`src/rtl/tfu_pkg.sv`:
```
package tfu_pkg;
  typedef enum logic [3:0] {
    K_NONE,
    K_SUB,
    K_SUBC,
    K_SUBV,
    K_NEG,
    K_NEGC,
    K_DT,
    K_EXTSB,
    K_EXTSW,
    K_EXTUB,
    K_EXTUW
  } op_kind_e;

  localparam int unsigned OP_W = 16;
endpackage

```
`src/rtl/tfu_decode.sv`:
```
module tfu_decode
  import tfu_pkg::*;
(
  input  logic [OP_W-1:0] op,
  output op_kind_e        kind
);
  logic [3:0] major;
  logic [3:0] minor;

  assign major = op[15:12];
  assign minor = op[3:0];

  always_comb begin
    kind = K_NONE;
    unique case (major)
      4'h3: begin
        case (minor)
          4'h8:    kind = K_SUB;
          4'hA:    kind = K_SUBC;
          4'hB:    kind = K_SUBV;
          default: kind = K_NONE;
        endcase
      end
      4'h4: begin
        if (op[7:0] == 8'h10) kind = K_DT;
      end
      4'h6: begin
        case (minor)
          4'hA:    kind = K_NEGC;
          4'hB:    kind = K_NEG;
          4'hC:    kind = K_EXTUB;
          4'hD:    kind = K_EXTUW;
          4'hE:    kind = K_EXTSB;
          4'hF:    kind = K_EXTSW;
          default: kind = K_NONE;
        endcase
      end
      default: kind = K_NONE;
    endcase
  end
endmodule

```
`src/rtl/tfu_subtract.sv`:
```
module tfu_subtract #(
  parameter int unsigned XLEN = 32
) (
  input  logic [XLEN-1:0] a,
  input  logic [XLEN-1:0] b,
  input  logic            cin,
  output logic [XLEN-1:0] diff,
  output logic            borrow,
  output logic            underflow
);
  localparam int unsigned MSB = XLEN - 1;

  logic [XLEN:0] full;

  assign full      = {1'b0, a} - {1'b0, b} - {{XLEN{1'b0}}, cin};
  assign diff      = full[MSB:0];
  assign borrow    = full[XLEN];
  assign underflow = (a[MSB] != b[MSB]) && (full[MSB] != a[MSB]);
endmodule

```
`src/rtl/tfu_extend.sv`:
```
module tfu_extend #(
  parameter int unsigned XLEN   = 32,
  parameter int unsigned BYTE_W = 8,
  parameter int unsigned HALF_W = 16
) (
  input  logic [XLEN-1:0] src,
  input  logic            wide,
  input  logic            signed_ext,
  output logic [XLEN-1:0] dst
);
  localparam int unsigned BYTE_PAD = XLEN - BYTE_W;
  localparam int unsigned HALF_PAD = XLEN - HALF_W;

  logic [XLEN-1:0] byte_val;
  logic [XLEN-1:0] half_val;
  logic            byte_fill;
  logic            half_fill;

  assign byte_fill = signed_ext & src[BYTE_W-1];
  assign half_fill = signed_ext & src[HALF_W-1];
  assign byte_val  = {{BYTE_PAD{byte_fill}}, src[BYTE_W-1:0]};
  assign half_val  = {{HALF_PAD{half_fill}}, src[HALF_W-1:0]};
  assign dst       = wide ? half_val : byte_val;
endmodule

```
`src/rtl/tflag_exec_unit.sv`:
```
module tflag_exec_unit
  import tfu_pkg::*;
#(
  parameter int unsigned XLEN = 32
) (
  input  logic            clk,
  input  logic            rst,
  input  logic [15:0]     op_i,
  input  logic [XLEN-1:0] rn_i,
  input  logic [XLEN-1:0] rm_i,
  output logic [XLEN-1:0] res_o,
  output logic            res_we_o,
  output logic            t_o,
  output logic            t_we_o
);
  localparam logic [XLEN-1:0] ONE = {{(XLEN-1){1'b0}}, 1'b1};

  op_kind_e        kind;
  logic [XLEN-1:0] sub_a;
  logic [XLEN-1:0] sub_b;
  logic            sub_cin;
  logic [XLEN-1:0] sub_d;
  logic            sub_borrow;
  logic            sub_uf;
  logic [XLEN-1:0] ext_d;
  logic            ext_wide;
  logic            ext_signed;
  logic [XLEN-1:0] res_d;
  logic            res_we_d;
  logic            t_d;
  logic            t_we_d;

  tfu_decode u_dec (
    .op   (op_i),
    .kind (kind)
  );

  // Operand steering for the shared subtractor
  always_comb begin
    sub_a   = rn_i;
    sub_b   = rm_i;
    sub_cin = 1'b0;
    case (kind)
      K_NEG:   sub_a = '0;
      K_NEGC:  begin sub_a = '0; sub_cin = t_o; end
      K_SUBC:  sub_cin = t_o;
      K_DT:    sub_b = ONE;
      default: ;
    endcase
  end

  tfu_subtract #(.XLEN(XLEN)) u_sub (
    .a         (sub_a),
    .b         (sub_b),
    .cin       (sub_cin),
    .diff      (sub_d),
    .borrow    (sub_borrow),
    .underflow (sub_uf)
  );

  assign ext_wide   = (kind == K_EXTSW) || (kind == K_EXTUW);
  assign ext_signed = (kind == K_EXTSB) || (kind == K_EXTSW);

  tfu_extend #(.XLEN(XLEN)) u_ext (
    .src        (rm_i),
    .wide       (ext_wide),
    .signed_ext (ext_signed),
    .dst        (ext_d)
  );

  // Result and flag selection
  always_comb begin
    res_d    = sub_d;
    res_we_d = 1'b1;
    t_d      = t_o;
    t_we_d   = 1'b0;
    case (kind)
      K_SUB, K_NEG: ;
      K_SUBC, K_NEGC: begin t_d = sub_borrow; t_we_d = 1'b1; end
      K_SUBV: begin t_d = sub_uf; t_we_d = 1'b1; end
      K_DT:   begin t_d = (sub_d == '0); t_we_d = 1'b1; end
      K_EXTSB, K_EXTSW, K_EXTUB, K_EXTUW: res_d = ext_d;
      default: begin res_d = '0; res_we_d = 1'b0; end
    endcase
  end

  always_ff @(posedge clk) begin
    if (rst) begin
      res_o    <= '0;
      res_we_o <= 1'b0;
      t_o      <= 1'b0;
      t_we_o   <= 1'b0;
    end else begin
      res_o    <= res_d;
      res_we_o <= res_we_d;
      t_we_o   <= t_we_d;
      if (t_we_d) t_o <= t_d;
    end
  end

  // a flag update never happens without a result write
  a_r11_no_lone_t: assert property (@(posedge clk) disable iff (rst)
    t_we_o |-> res_we_o);

  // plain subtract keeps T
  a_r3_sub_keeps_t: assert property (@(posedge clk) disable iff (rst)
    (res_we_o && $past(op_i[15:12] == 4'h3 && op_i[3:0] == 4'h8))
      |-> (t_o == $past(t_o) && !t_we_o));

  // decrement sets T from the zero test of its written value
  a_r8_dt_zero: assert property (@(posedge clk) disable iff (rst)
    (res_we_o && $past(op_i[15:12] == 4'h4 && op_i[7:0] == 8'h10))
      |-> (t_o == (res_o == '0)));

  // zero-extending a byte clears the upper bits
  a_r10_zext_byte: assert property (@(posedge clk) disable iff (rst)
    (res_we_o && $past(op_i[15:12] == 4'h6 && op_i[3:0] == 4'hC))
      |-> (res_o[XLEN-1:8] == '0));

  // T only moves on a cycle flagged by the update strobe
  a_r2_t_holds: assert property (@(posedge clk) disable iff (rst)
    !t_we_o |-> (t_o == $past(t_o)));
endmodule

```
`config.mk`:
```
export PLATFORM = sky130hd
export DESIGN_NAME = tflag_exec_unit
export DESIGN_NICKNAME = d
export VERILOG_FILES = /design/src/rtl/tfu_pkg.sv /design/src/rtl/tfu_decode.sv /design/src/rtl/tfu_subtract.sv /design/src/rtl/tfu_extend.sv /design/src/rtl/tflag_exec_unit.sv
export SDC_FILE = /design/constraint.sdc
export NUM_CORES = 1
export LEC_CHECK = 0
export CORE_MARGIN = 2
export CORE_UTILIZATION = 51
export DETAILED_ROUTE_END_ITERATION = 10
export PLACE_DENSITY = 0.82
export SLEW_MARGIN = 30
export SYNTH_ARGS = -nofsm -noshare
export SYNTH_HDL_FRONTEND = slang
export SYNTH_HIERARCHICAL = 1
export SYNTH_SLANG_ARGS = --single-unit
```
`constraint.sdc`:
```
create_clock -name clk -period 7.3 [get_ports clk]
set_clock_uncertainty 0.15 [all_clocks]
set_input_delay 1.825 -clock clk [delete_from_list [all_inputs] [get_ports clk]]
set_output_delay 1.825 -clock clk [all_outputs]
set_load 0.01 [all_outputs]
```
# Word-level counts from Yosys, hierarchy flattened
# Index checks and enable logic that the tools add are counted.
dict set report op_classes {
  multipliers 0
  bitwise 2
  order_cmp 0
  shifts 0
  mux 12
  div 0
  addsub 2
  n_reduce_logical 12
  n_eq_ne 23
}
# operator count
set op_table {}
lappend op_table {{$mux 32} 3}
lappend op_table {{$pmux 32 s2} 1}
lappend op_table {{$eq 4x4->1 const B} 10}
lappend op_table {{$sub 32x32->33} 1}
lappend op_table {{$sub 33x1->33} 1}
lappend op_table {{$logic_not 32->1} 1}
lappend op_table {{$eq 4x3->1 const B} 6}
lappend op_table {{$pmux 4 s6} 1}
lappend op_table {{$eq 4x2->1 const B} 3}
lappend op_table {{$pmux 4 s3} 1}
lappend op_table {{$reduce_or 10->1} 1}
lappend op_table {{$eq 8x5->1 const B} 1}
lappend op_table {{$reduce_or 4->1} 2}
lappend op_table {{$pmux 2 s3} 1}
lappend op_table {{$reduce_or 6->1} 1}
lappend op_table {{$eq 4x1->1 const B} 1}
lappend op_table {{$reduce_or 2->1} 2}
lappend op_table {{$mux 1} 3}
lappend op_table {{$mux 3} 1}
lappend op_table {{$pmux 1 s3} 1}
lappend op_table {{$reduce_bool 3->1} 1}
lappend op_table {{$and 1x1->1} 2}
lappend op_table {{$logic_or 1x1->1} 2}
lappend op_table {{$ne 1x1->1} 2}
lappend op_table {{other kinds (2)} 2}
dict set report word_totals {
  ff_bits 35
  memories 0
  latch_bits 0
  inputBits 82
  output_inout_bits 35
  ramBits 0
  word_cells 55
  rom_bits 0
}

# Longest topological paths before layout
# Gate-level depths: netlist of the first run.
dict set report depth {
  depth_word 11
  depth_mapped 25
  mapped_depth_nobuf 22
}

# By module
# Netlist of the first run, hierarchy kept.
# module instances seq_area_each_um2 cells_per_inst area_per_inst_um2
set modules_own_cells {}
lappend modules_own_cells {tfu_subtract 1 0.0 360 2483.6}
lappend modules_own_cells {tflag_exec_unit 1 700.7 223 1836.8}
lappend modules_own_cells {tfu_extend 1 0.0 43 281.5}
lappend modules_own_cells {tfu_decode 1 0.0 23 156.4}

# Worst setup path after synthesis of the first run
# Ideal clock, no wire load.
dict set report synth_path {
  path_kind {input to register}
  from {input op_i[12]}
  to {register t_o}
  n_path_buf 1
  setup_slack_ps 854
  required_time_ps 7071
  setup_time_ps 79
  stages 22
  arrival_ps 6216
  path_cell_list {nor3b_2 > nand4_1 > a21oi_1 > nand2b_1 > nor2_2 > buf_2 > or2_1 > inv_1 > fa_1 > inv_1 > fa_1 > and3b_1 > o21ai_4 > o221ai_2 > o311a_2 > nor2_2 > a31oi_1 > xnor2_1 > or4_1 > nor2_1 > nand4_1 > a211oi_2}
}
dict set report synth_via {
  word_cells_on_any_way 25
  classes_between {2 x add/sub; 10 x eq/ne; 6 x mux; 7 x reduce/logical}
}
# element line_no
set synth_rtl {}
lappend synth_rtl {{start, declared} tflag_exec_unit.sv:8} ;# input logic [15:0] op_i,
lappend synth_rtl {{$eq 4x3->1 or $eq 4x2->1 (tied branches)} tfu_decode.sv:15} ;# unique case (major)
lappend synth_rtl {{$pmux 4 s3 (*)} tfu_decode.sv:15}
lappend synth_rtl {{named net kind[3]} tflag_exec_unit.sv:18} ;# op_kind_e kind;
lappend synth_rtl {{$eq 4x3->1 (*)} tflag_exec_unit.sv:43} ;# case (kind)
lappend synth_rtl {{$mux 32 (*)} tflag_exec_unit.sv:43}
lappend synth_rtl {{named net sub_b[0]} tflag_exec_unit.sv:20} ;# logic [XLEN-1:0] sub_b;
lappend synth_rtl {{$sub 32x32->33 (*)} tfu_subtract.sv:15} ;# assign full = {1'b0, a} - {1'b0, b} - {{XLEN{1'b0}}, cin};
lappend synth_rtl {{$sub 33x1->33 (*)} tfu_subtract.sv:15}
lappend synth_rtl {{named net sub_d[22]} tflag_exec_unit.sv:22} ;# logic [XLEN-1:0] sub_d;
lappend synth_rtl {{$logic_not 32->1 (*)} tflag_exec_unit.sv:81} ;# K_DT: begin t_d = (sub_d == '0); t_we_d = 1'b1; end
lappend synth_rtl {{$pmux 1 s3 (*)} tflag_exec_unit.sv:77} ;# case (kind)
lappend synth_rtl {{end signal, assigned} tflag_exec_unit.sv:97} ;# if (t_we_d) t_o <= t_d;
lappend synth_rtl {{end, declared} tflag_exec_unit.sv:13} ;# output logic t_o,
# Mark *: on every way through the listed nets, which the timed path passes. The rest lies on a longest branch.
# A chain may end at the register's enable or synchronous reset.

# Worst setup path after layout of the first run
dict set report layout_path {
  from {input op_i[1]}
  to {register t_o}
}
dict set report layout_via {
  word_cells_on_any_way 33
  classes_between {2 x add/sub; 15 x eq/ne; 9 x mux; 7 x reduce/logical}
}
# element line_no
set layout_rtl {}
lappend layout_rtl {{$eq 4x4->1, or another cell as far along} tfu_decode.sv:28} ;# case (minor)
lappend layout_rtl {{$pmux 4 s6, or another cell as far along} tfu_decode.sv:28}
lappend layout_rtl {{$pmux 4 s3 (*)} tfu_decode.sv:15}
lappend layout_rtl {{named net kind[1]} tflag_exec_unit.sv:18}
lappend layout_rtl {{$eq 4x3->1 (*)} tflag_exec_unit.sv:43}
lappend layout_rtl {{$mux 32 (*)} tflag_exec_unit.sv:43}
lappend layout_rtl {{named net sub_b[0]} tflag_exec_unit.sv:20}
lappend layout_rtl {{$sub 32x32->33 (*)} tfu_subtract.sv:15}
lappend layout_rtl {{$sub 33x1->33 (*)} tfu_subtract.sv:15}
lappend layout_rtl {{named net sub_d[22]} tflag_exec_unit.sv:22}
lappend layout_rtl {{$logic_not 32->1 (*)} tflag_exec_unit.sv:81}
lappend layout_rtl {{$pmux 1 s3 (*)} tflag_exec_unit.sv:77}
# Marks and branches as above.

==> qor.yml, run 1 <==
cts:
  cts_inserted_buffers: 5
  cts.sinks: 35
  postCtsSetupBuffers: 0
  htreeDepth: 2
  root_buffer: "clkbuf_8"
  clk_pin_slew_worst_paths_ps: 70
  clkLatencyLatePin_ps: 290
  clockBufferDepth: 2
  post_cts_resized: 0
  cts_hold_buf: 0
  cts_tree: "built"
routing:
  firstDrtPassIters: 5
  drtIter0Drc: 241
  drtAntennaViolNets: 0
  wire_per_inst_um: 13.8
  vias: 4703
  routed_via_density: 5.55
  drt_wl_total_um: 11700
  drcViolationCount: 0
worst_setup_path:
  cp_top_family: "simple AND/OR/NAND/NOR gates"
  rr_startpoint: "t_o"
  crit_fanout: 10
  slowest_delay_ps: 640
  cp_cell_sequence: "clkdlybuf4s50_1 -> nor4b_1 -> and4_1 -> or3_4 -> nand2b_1 -> nor2_2 -> or2_1 -> inv_1 -> fa_1 -> inv_1 -> fa_1 -> and3b_1 -> o21ai_4 -> o221ai_2 -> o311a_2 -> nor2_2 -> a31oi_1 -> xnor2_1 -> or4_1 -> nor2_1 -> nand4_1 -> a211oi_2"
  critPathCaptureType: "flop"
  arrival_ps: 6930
  required_ps: 7360
  critPathKind: "in2reg"
  cpMaxStageDelayCell: "clkdlybuf4s50_1"
  regToRegSetupSlack_ps: 3410
  rr_worst_depth: 16
  r2r-end: "t_o"
  cp-startpoint: "op_i[1]"
  critPathBufInv: 3
  startpoint_type: "input pin"
placement:
  hpwl_um: 9580
  place.gp.congestion: 0.962
  portBuffers: 112
run:
  max_cap_violations: 0
timing:
  final.min_clock_period_ps: 6860
  max_slew.worst_pin.slew_ps: 747
  fmax_mhz: 146
  max_slew_margin: 0.502
  finalCritPeriodShare: 0.940
  setup_violations: 0
  rsz0062_at_grt: "no"
  tns_ps: 0
  drv_slew: 0
  hold_ws_ps: 454
  finalHoldViolations: 0
global_route:
  grt-ovfl-total: 0
  antenna_found_initial: 0
  grt_pass1_wl_um: 19000
  grt_max_degree: 36
  grt_pass1_vias: 4385
  track_usage: 0.225
logic_synthesis:
  mappedNetlistArea_um2: 4760
  synth_warnings: 6
  synth_top_cell_area_share: 0.163
  ys_seq_elements: 35
  synthTopCellsByArea: "ha_1 16%, dfxtp_1 15%, nor2b_1 8.5%"
  synth_edf_count: 0
  syn-num-nets: 795
  syn_inst: 649
  async_reset_ff_frac: 0
  yosysUniqueCellTypes: 69
  synth.most_common_cell: "inv_1"
  ys.flop_type: "dfxtp_1"
  seq_area_frac_synth: 0.147
  synth.avg_cell_area_um2: 7.33
  yosysTopAreaCell: "ha_1"
  synth_common_cells: "105 x inv_1, 65 x nor2b_1, 62 x ha_1, 52 x nor2_1, 38 x nand2_1"
floorplan:
  start_util: 0.520
  dieArea_um2: 10100
  die_h_um: 101
  die_w_um: 101
  pin_count: 117
  num_rows: 35
  core_um2: 9150
cells_and_area:
  area_growth_pct: 25.9
  layout-drive-gt1-share: 0.0733
  num-nets-final: 882
  diodes: 0
  final_util: 0.655
outcome:
  outcome: "finished clean"
power:
  power_leakage_nw: 2.70
  irDropWorstVdd_mv: 0.0716
  powerDensity_nw_per_um2: 142
min_path:
  hold_path_depth: 2
  hold_class: "reg2reg"
  hold_start: "t_o"
  whs_endpoint: "t_o"
==> worst register-to-register path: stages, from the launching register on <==
cell and delay, ps:
dfxtp_1 330, and3_1 150, inv_1 70, fa_1 200
inv_1 70, fa_1 420, and3b_1 230, o21ai_4 190
o221ai_2 130, o311a_2 420, nor2_2 140, a31oi_1 120
xnor2_1 160, or4_1 530, nor2_1 130, nand4_1 140
a211oi_2 240
==> cell families (layout without fill, tap and decap cells) <==
family / count (synthesis) / count (layout) / share of synthesized area
compound gates: 139 / 139 / 0.213
fa+ha+maj: 64 / 64 / 0.171
xor+xnor: 33 / 33 / 0.0607
simple gates: 221 / 221 / 0.256
flops: 35 / 35 / 0.147
buf+inv: 157 / 245 / 0.152
==> where the power goes <==
part	switching, W	internal, W	total [W]
Sequential	0.00000113	0.000195	0.000196
Combinational	0.000244	0.000201	0.000446
Clock	0.0000735	0.000136	0.000210
==> layer usage <==
layer / track usage / up-vias / part of all wire
li1: - / 2332 / -
met1: 0.272 / 2138 / 0.43
met2: 0.410 / 211 / 0.49
met3: 0.0277 / 22 / 0.064
met4: 0.0769 / 0 / 0.020
met5: 0 / - / 0
==> layout by cell type, fill, tap and decap left out, types with 3 or more instances in the layout <==
cell / netlist / routed
a21o_1: 10 / 10
a21oi_1: 33 / 33
a22oi_1: 32 / 32
a31oi_1: 7 / 7
and3_1: 7 / 7
buf_4: 26 / 18
clkbuf_8: 0 / 5
clkdlybuf4s50_1: 0 / 112
dfxtp_1: 35 / 35
ha_1: 62 / 62
inv_1: 105 / 105
nand2_1: 38 / 38
nand2b_1: 5 / 5
nand3_1: 7 / 7
nand4_1: 8 / 8
nor2_1: 52 / 51
nor2_2: 2 / 3
nor2b_1: 65 / 65
nor3_1: 5 / 5
nor4_1: 7 / 7
o211ai_1: 3 / 3
o21ai_0: 14 / 14
o21ai_1: 6 / 6
o21bai_1: 5 / 5
o31ai_1: 3 / 3
or4_1: 4 / 4
xnor2_1: 18 / 18
xor2_1: 15 / 15
==> worst max path at each step <==
stage,cells past startpoint,slack [ps],to
detailed placement,22,100,t_o
floorplan,22,850,t_o
finish,22,440,t_o
global route,23,10,t_o
CTS,22,390,t_o
global placement,22,280,t_o
==> metrics by stage <==
stage | worst slack [ps] | power, W | area, um^2 | std cells
after global routing | 10.7 | 0.000902 | 5990 | 848
after CTS | 388 | 0.000847 | 5990 | 848
after global placement | 283 | 0.000624 | 5830 | 838
after detailed placement | 99.1 | 0.000635 | 5850 | 840
final | 436 | 0.000851 | 5990 | 848
after floorplan | 854 | 0.000504 | 4760 | 649
==> area by class of cell <==
type,count,area [um^2]
Clock buffer,5,68.8
Clock inverter,3,67.6
Multi-Input combinational cell,457,3340
Inverter,105,394
Tap cell,111,139
Timing Repair Buffer,132,1280
Sequential cell,35,701
Fill cell,765,3160
==> registers in the layout, summed over array words and instances, names as in the netlist <==
signal / count
t_o: 1
res_o: 32
t_we_o: 1
res_we_o: 1
No activity file was read; power rests on OpenSTA's default activity.
==> run 2, diff against run 1 <==
- CORE_UTILIZATION: 51 -> 30
- PLACE_DENSITY: 0.82 -> unset
==> qor.yml, run 2 (synthesis gave the netlist of run 1 again) <==
outcome:
  outcome: "finished clean"  # unchanged
worst_setup_path:
  startpoint_type: "input pin"  # unchanged
  critPathCaptureType: "flop"  # unchanged
  crit_fanout: 8  # was 10
  critPathKind: "in2reg"  # unchanged
  arrival_ps: 6970  # was 6930 ps
  required_ps: 7360  # about the same
power:
  irDropWorstVdd_mv: 0.0637  # was 0.0716 mV
  powerDensity_nw_per_um2: 139  # was 142 nW/um^2
  power_leakage_nw: 2.69  # was 2.70 nW
cells_and_area:
  final_cell_mix: "112 x clkdlybuf4s50_1, 105 x inv_1, 65 x nor2b_1"  # unchanged
  layout-drive-gt1-share: 0.0642  # was 0.0733
  num-nets-final: 877  # was 882
  final_util: 0.387  # was 0.655
  final_common_cell: "clkdlybuf4s50_1"  # unchanged
  area_growth_pct: 28.0  # was 25.9%
  largest-register: "res_o"  # unchanged
  largest_reg_flops: 32  # unchanged
  diodes: 0  # unchanged
  instances_no_fill: 948  # was 848
global_route:
  grt-ovfl-total: 0  # unchanged
  grt_max_degree: 36  # unchanged
  antenna_found_initial: 0  # unchanged
  grt_pass1_vias: 4077  # was 4,385
  grt_pass1_wl_um: 19700  # was 19,000 um
  track_usage: 0.144  # was 0.225
min_path:
  hold_class: "reg2reg"  # unchanged
floorplan:
  pin_count: 117  # unchanged
  die_h_um: 130  # was 101 um
  num_rows: 46  # was 35
  core_um2: 15700  # was 9150 um^2
  die_w_um: 130  # was 101 um
  dieArea_um2: 16900  # was 10,100 um^2
  start_util: 0.303  # was 0.520
cts:
  clockBufferDepth: 2  # unchanged
  cts_tree: "built"  # unchanged
  htreeDepth: 2  # unchanged
  clkLatencyLatePin_ps: 280  # was 290 ps
  clk_pin_slew_worst_paths_ps: 60  # was 70 ps
  cts_inserted_buffers: 5  # unchanged
  cts_hold_buf: 0  # unchanged
  postCtsSetupBuffers: 0  # unchanged
  root_buffer: "clkbuf_16"  # was clkbuf_8
  cts.sinks: 35  # unchanged
  post_cts_resized: 0  # unchanged
timing:
  hold_ws_ps: 447  # was 454 ps
  max_slew.worst_pin.slew_ps: 777  # was 747 ps
  finalHoldViolations: 0  # unchanged
  max_slew_margin: 0.480  # was 0.502
  fmax_mhz: 145  # was 146 MHz
  final.min_clock_period_ps: 6910  # was 6860 ps
  tns_ps: 0  # unchanged
  layout_setup_ws_ps: 389  # was 436 ps
  setup_violations: 0  # unchanged
  finalCritPeriodShare: 0.947  # was 0.940
  drv_slew: 0  # unchanged
  rsz0062_at_grt: "no"  # unchanged
routing:
  drtIter0Drc: 208  # was 241
  vias: 4444  # was 4,703
  drt_wl_total_um: 12300  # was 11,700 um
  firstDrtPassIters: 4  # was 5
  drcViolationCount: 0  # unchanged
  routed_via_density: 4.69  # was 5.55
  drtAntennaViolNets: 0  # unchanged
  wire_per_inst_um: 13.0  # was 13.8 um
placement:
  portBuffers: 112  # unchanged
  post-place-ws_ps: 129  # was 99.1 ps
  hpwl_um: 10000  # was 9580 um
  place.gp.congestion: 0.900  # was 0.962
  dp.cells: 940  # was 840
run:
  max_cap_violations: 0  # unchanged
==> run 2: changes by cell type in the layout (fill, tap and decap cells not counted), moves of 2 or more <==
cell       delta
buf_4         -3
clkbuf_8      -4
clkbuf_16     +5
bufinv_16     -2
buf_6         -2
==> run 2: final timing paths <==
path                            startpoint   to  slack, ps  cells after the start
worst min-delay path                   t_o  t_o        450                      2
worst min register to register         t_o  t_o        450                      2
worst max-delay path               op_i[1]  t_o        390                     22
worst max register to register         t_o  t_o       3380                     16
==> run 2: where the power goes <==
part           switching [W]  internal, W  leakage, nW
Combinational       0.000238     0.000195         2.33
Sequential        0.00000102     0.000195        0.282
Clock              0.0000810     0.000136       0.0741
==> run 2: metrics by stage <==
step / total power [W] / area [um^2]
floorplan: 0.000504 / 4760
global placement: 0.000630 / 5940
detailed placement: 0.000632 / 5940
CTS: 0.000853 / 6090
global route: 0.000909 / 6090
finish: 0.000847 / 6090
==> run 2: worst max-delay path: stages <==
cell             delay (ps)
clkdlybuf4s50_1         620
nor4b_1                  90
and4_1                  220
or3_1                   510
nand2b_1                190
nor2_2                   70
or2_1                   200
inv_1                    70
fa_1                    210
inv_1                    70
fa_1                    430
and3b_1                 230
o21ai_4                 200
o221ai_2                140
o311a_2                 410
nor2_2                  120
a31oi_1                 110
xnor2_1                 180
or4_1                   540
nor2_1                  160
nand4_1                 130
a211oi_2                230
==> run 2: layer usage <==
layer | track usage | share of wire | routed length [um] | vias up
li1 | - | - | - | 2324
met1 | 0.193 | 0.48 | 5890 | 2011
met2 | 0.246 | 0.46 | 5700 | 97
met3 | 0.0111 | 0.040 | 495 | 12
met4 | 0.0436 | 0.017 | 213 | 0
met5 | 0 | 0 | 0 | -
==> run 2: layout make-up <==
class | instances | area [um^2]
Tap cell | 216 | 270
Multi-Input combinational cell | 457 | 3340
Timing Repair Buffer | 127 | 1230
Inverter | 105 | 394
Sequential cell | 35 | 701
Fill cell | 1699 | 9620
Clock inverter | 1 | 8.76
Clock buffer | 7 | 143
==> run 3, diff against run 2 <==
- SYNTH_HIERARCHICAL: 1 -> unset
==> qor.yml, run 3 <==
outcome:
  outcome: "finished clean"  # unchanged
power:
  irDropWorstVdd_mv: 0.0781  # was 0.0637 mV
  power_leakage_nw: 2.33  # was 2.69 nW
  powerDensity_nw_per_um2: 146  # was 139 nW/um^2
timing:
  tns_ps: 0  # unchanged
  drv_slew: 0  # unchanged
  final.min_clock_period_ps: 6550  # was 6910 ps
  max_slew.worst_pin.slew_ps: 841  # was 777 ps
  finalHoldViolations: 0  # unchanged
  fmax_mhz: 153  # was 145 MHz
  finalCritPeriodShare: 0.898  # was 0.947
  setup_violations: 0  # unchanged
  max_slew_margin: 0.438  # was 0.480
  rsz0062_at_grt: "no"  # unchanged
cells_and_area:
  final_common_cell: "clkdlybuf4s50_1"  # unchanged
  largest-register: "res_o"  # unchanged
  layout-drive-gt1-share: 0.0399  # was 0.0642
  diodes: 0  # unchanged
  fin_area_um2: 5540  # was 6090 um^2
  area_growth_pct: 35.3  # was 28.0%
  num-nets-final: 820  # was 877
  final_cell_mix: "112 x clkdlybuf4s50_1, 81 x nand2_1, 67 x inv_1"  # was 112 x clkdlybuf4s50_1, 105 x inv_1, 65 x nor2b_1
  fill_cells: 1394  # was 1,699
  largest_reg_flops: 32  # unchanged
global_route:
  grt-ovfl-total: 0  # unchanged
  grt_pass1_vias: 4212  # was 4,077
  antenna_found_initial: 0  # unchanged
  grt_max_degree: 37  # was 36
  track_usage: 0.173  # was 0.144
  grt_pass1_wl_um: 20500  # was 19,700 um
logic_synthesis:
  yosysTopAreaCell: "ha_1"  # unchanged
  synth_common_cells: "81 x nand2_1, 67 x inv_1, 60 x ha_1, 53 x a21oi_1"  # was 105 x inv_1, 65 x nor2b_1, 62 x ha_1, 52 x nor2_1, 38 x nand2_1
  synth_warnings: 0  # was 6
  yosysUniqueCellTypes: 66  # was 69
  synthTopCellsByArea: "ha_1 18%, dfxtp_1 17%, nand2_1 7.4%"  # was ha_1 16%, dfxtp_1 15%, nor2b_1 8.5%
  synth_top_cell_area_share: 0.183  # was 0.163
  ys_seq_elements: 35  # unchanged
  syn_inst: 570  # was 649
  synth.most_common_cell: "nand2_1"  # was inv_1
  ys.flop_type: "dfxtp_1"  # unchanged
  synth_edf_count: 0  # unchanged
  synth.avg_cell_area_um2: 7.19  # was 7.33 um^2
  syn-num-nets: 714  # was 795
  mappedNetlistArea_um2: 4100  # was 4760 um^2
  async_reset_ff_frac: 0  # unchanged
  seq_area_frac_synth: 0.171  # was 0.147
placement:
  place_area_um2: 5400  # was 5940 um^2
  place.gp.congestion: 0.872  # was 0.900
  hpwl_um: 10400  # was 10,000 um
  portBuffers: 112  # unchanged
floorplan:
  num_rows: 42  # was 46
  core_um2: 13300  # was 15,700 um^2
  pin_count: 117  # unchanged
  die_h_um: 121  # was 130 um
  dieArea_um2: 14600  # was 16,900 um^2
  start_util: 0.308  # was 0.303
  die_w_um: 121  # was 130 um
cts:
  cts_tree: "built"  # unchanged
  cts_hold_buf: 0  # unchanged
  root_buffer: "clkbuf_16"  # unchanged
  post_cts_resized: 0  # unchanged
  cts.sinks: 35  # unchanged
  cts_inserted_buffers: 5  # unchanged
  postCtsSetupBuffers: 0  # unchanged
  clockBufferDepth: 2  # unchanged
  clk_pin_slew_worst_paths_ps: 50  # was 60 ps
  htreeDepth: 2  # unchanged
  clkLatencyLatePin_ps: 280  # about the same
worst_setup_path:
  critPathBufInv: 2  # was 3
  arrival_ps: 6610  # was 6970 ps
  cp_top_family: "simple AND/OR/NAND/NOR gates"  # unchanged
  crit_fanout: 6  # was 8
  cp_cell_sequence: "clkdlybuf4s50_1 -> or4_1 -> o32ai_1 -> nand2_1 -> nor2_1 -> o21a_1 -> fa_1 -> inv_1 -> fa_1 -> nor3b_1 -> o21ai_2 -> o211a_1 -> nor2_1 -> o31ai_1 -> a311oi_1 -> o21ai_0 -> nor4_1 -> nand4_1 -> o21ai_1"  # was clkdlybuf4s50_1 -> nor4b_1 -> and4_1 -> or3_1 -> nand2b_1 -> nor2_2 -> or2_1 -> inv_1 -> fa_1 -> inv_1 -> fa_1 -> and3b_1 -> o21ai_4 -> o221ai_2 -> o311a_2 -> nor2_2 -> a31oi_1 -> xnor2_1 -> or4_1 -> nor2_1 -> nand4_1 -> a211oi_2
  slowest_delay_ps: 590  # was 620 ps
  startpoint_type: "input pin"  # unchanged
  critPathCaptureType: "flop"  # unchanged
  critPathKind: "in2reg"  # unchanged
  required_ps: 7360  # about the same
  cpMaxStageDelayCell: "or4_1"  # was clkdlybuf4s50_1
run:
  max_cap_violations: 0  # unchanged
routing:
  drcViolationCount: 0  # unchanged
  drtAntennaViolNets: 0  # unchanged
  drtIter0Drc: 239  # was 208
  vias: 4377  # was 4,444
  routed_via_density: 5.14  # was 4.69
  wire_per_inst_um: 14.9  # was 13.0 um
  firstDrtPassIters: 6  # was 4
  drt_wl_total_um: 12700  # was 12,300 um
min_path:
  hold_class: "reg2reg"  # unchanged
## run 3: cell types whose count changed in the layout (fill, tap and decap cells not counted), moves of 9 or more
cell	change
inv_1	-38
nand2_1	+43
o21ai_0	+11
a22oi_1	-24
a21oi_1	+20
buf_4	-9
nor2b_1	-64
and2_1	+31
nor2_1	-16
## run 3: final cells by class
type / instances / area, um^2 / share of cell area
well taps: 176 / 220 / 0.0397
clock buffers: 6 / 139 / 0.0251
flip-flops and latches: 35 / 701 / 0.126
repair buffers: 118 / 1170 / 0.210
clock inverters: 1 / 5.00 / 0.000903
multi-input cells: 448 / 3060 / 0.551
inverters: 68 / 255 / 0.0461
## run 3: stage by stage
step	hold slack [ps]	power [W]	std cells	utilization	setup WS, ps
after floorplan	535	0.000466	570	-	1660
after global placement	615	0.000584	845	0.406	628
after detailed placement	636	0.000585	845	0.406	516
after CTS	656	0.000810	852	0.417	772
after global routing	702	0.000866	852	0.417	373
final	648	0.000808	852	0.417	747
## run 3: tightest hold or removal path: stages, from the launching register on
cell	delay, ps
dfxtp_1	380
o31a_1	230
o31ai_1	90
o21ai_1	70
## run 3: path summary, 6_finish.rpt
kind,cells after the start,slack (ps),from,endpoint
setup / recovery,19,750,op_i[2],t_o
hold / removal,3,650,t_o,t_o
hold reg to reg,3,650,t_o,t_o
setup reg to reg,14,3690,t_o,t_o
## run 3: logic make-up (layout without fill, tap and decap cells)
logic type	Yosys count	count (layout)	synth area share
and+or+nand+nor	210	210	0.260
xor gates and xnor gates	27	27	0.0577
adders and majority gates	62	62	0.193
DFF	35	35	0.171
buffers and inverters	87	193	0.0831
muxes	1	1	0.00550
AOI/OAI and AO/OA	148	148	0.230
## run 3: power by group
group	switching (W)	internal (W)
sequential	0.000000733	0.000194
combinational	0.000218	0.000172
clock	0.0000903	0.000134
total	0.000309	0.000499
## run 3: routing by layer
metal | up-vias | share of wire | track usage
met5 | - | 0 | 0
met4 | 0 | 0.0076 | 0.0276
met3 | 8 | 0.052 | 0.0240
met2 | 132 | 0.46 | 0.287
met1 | 2053 | 0.49 | 0.242
li1 | 2184 | - | -
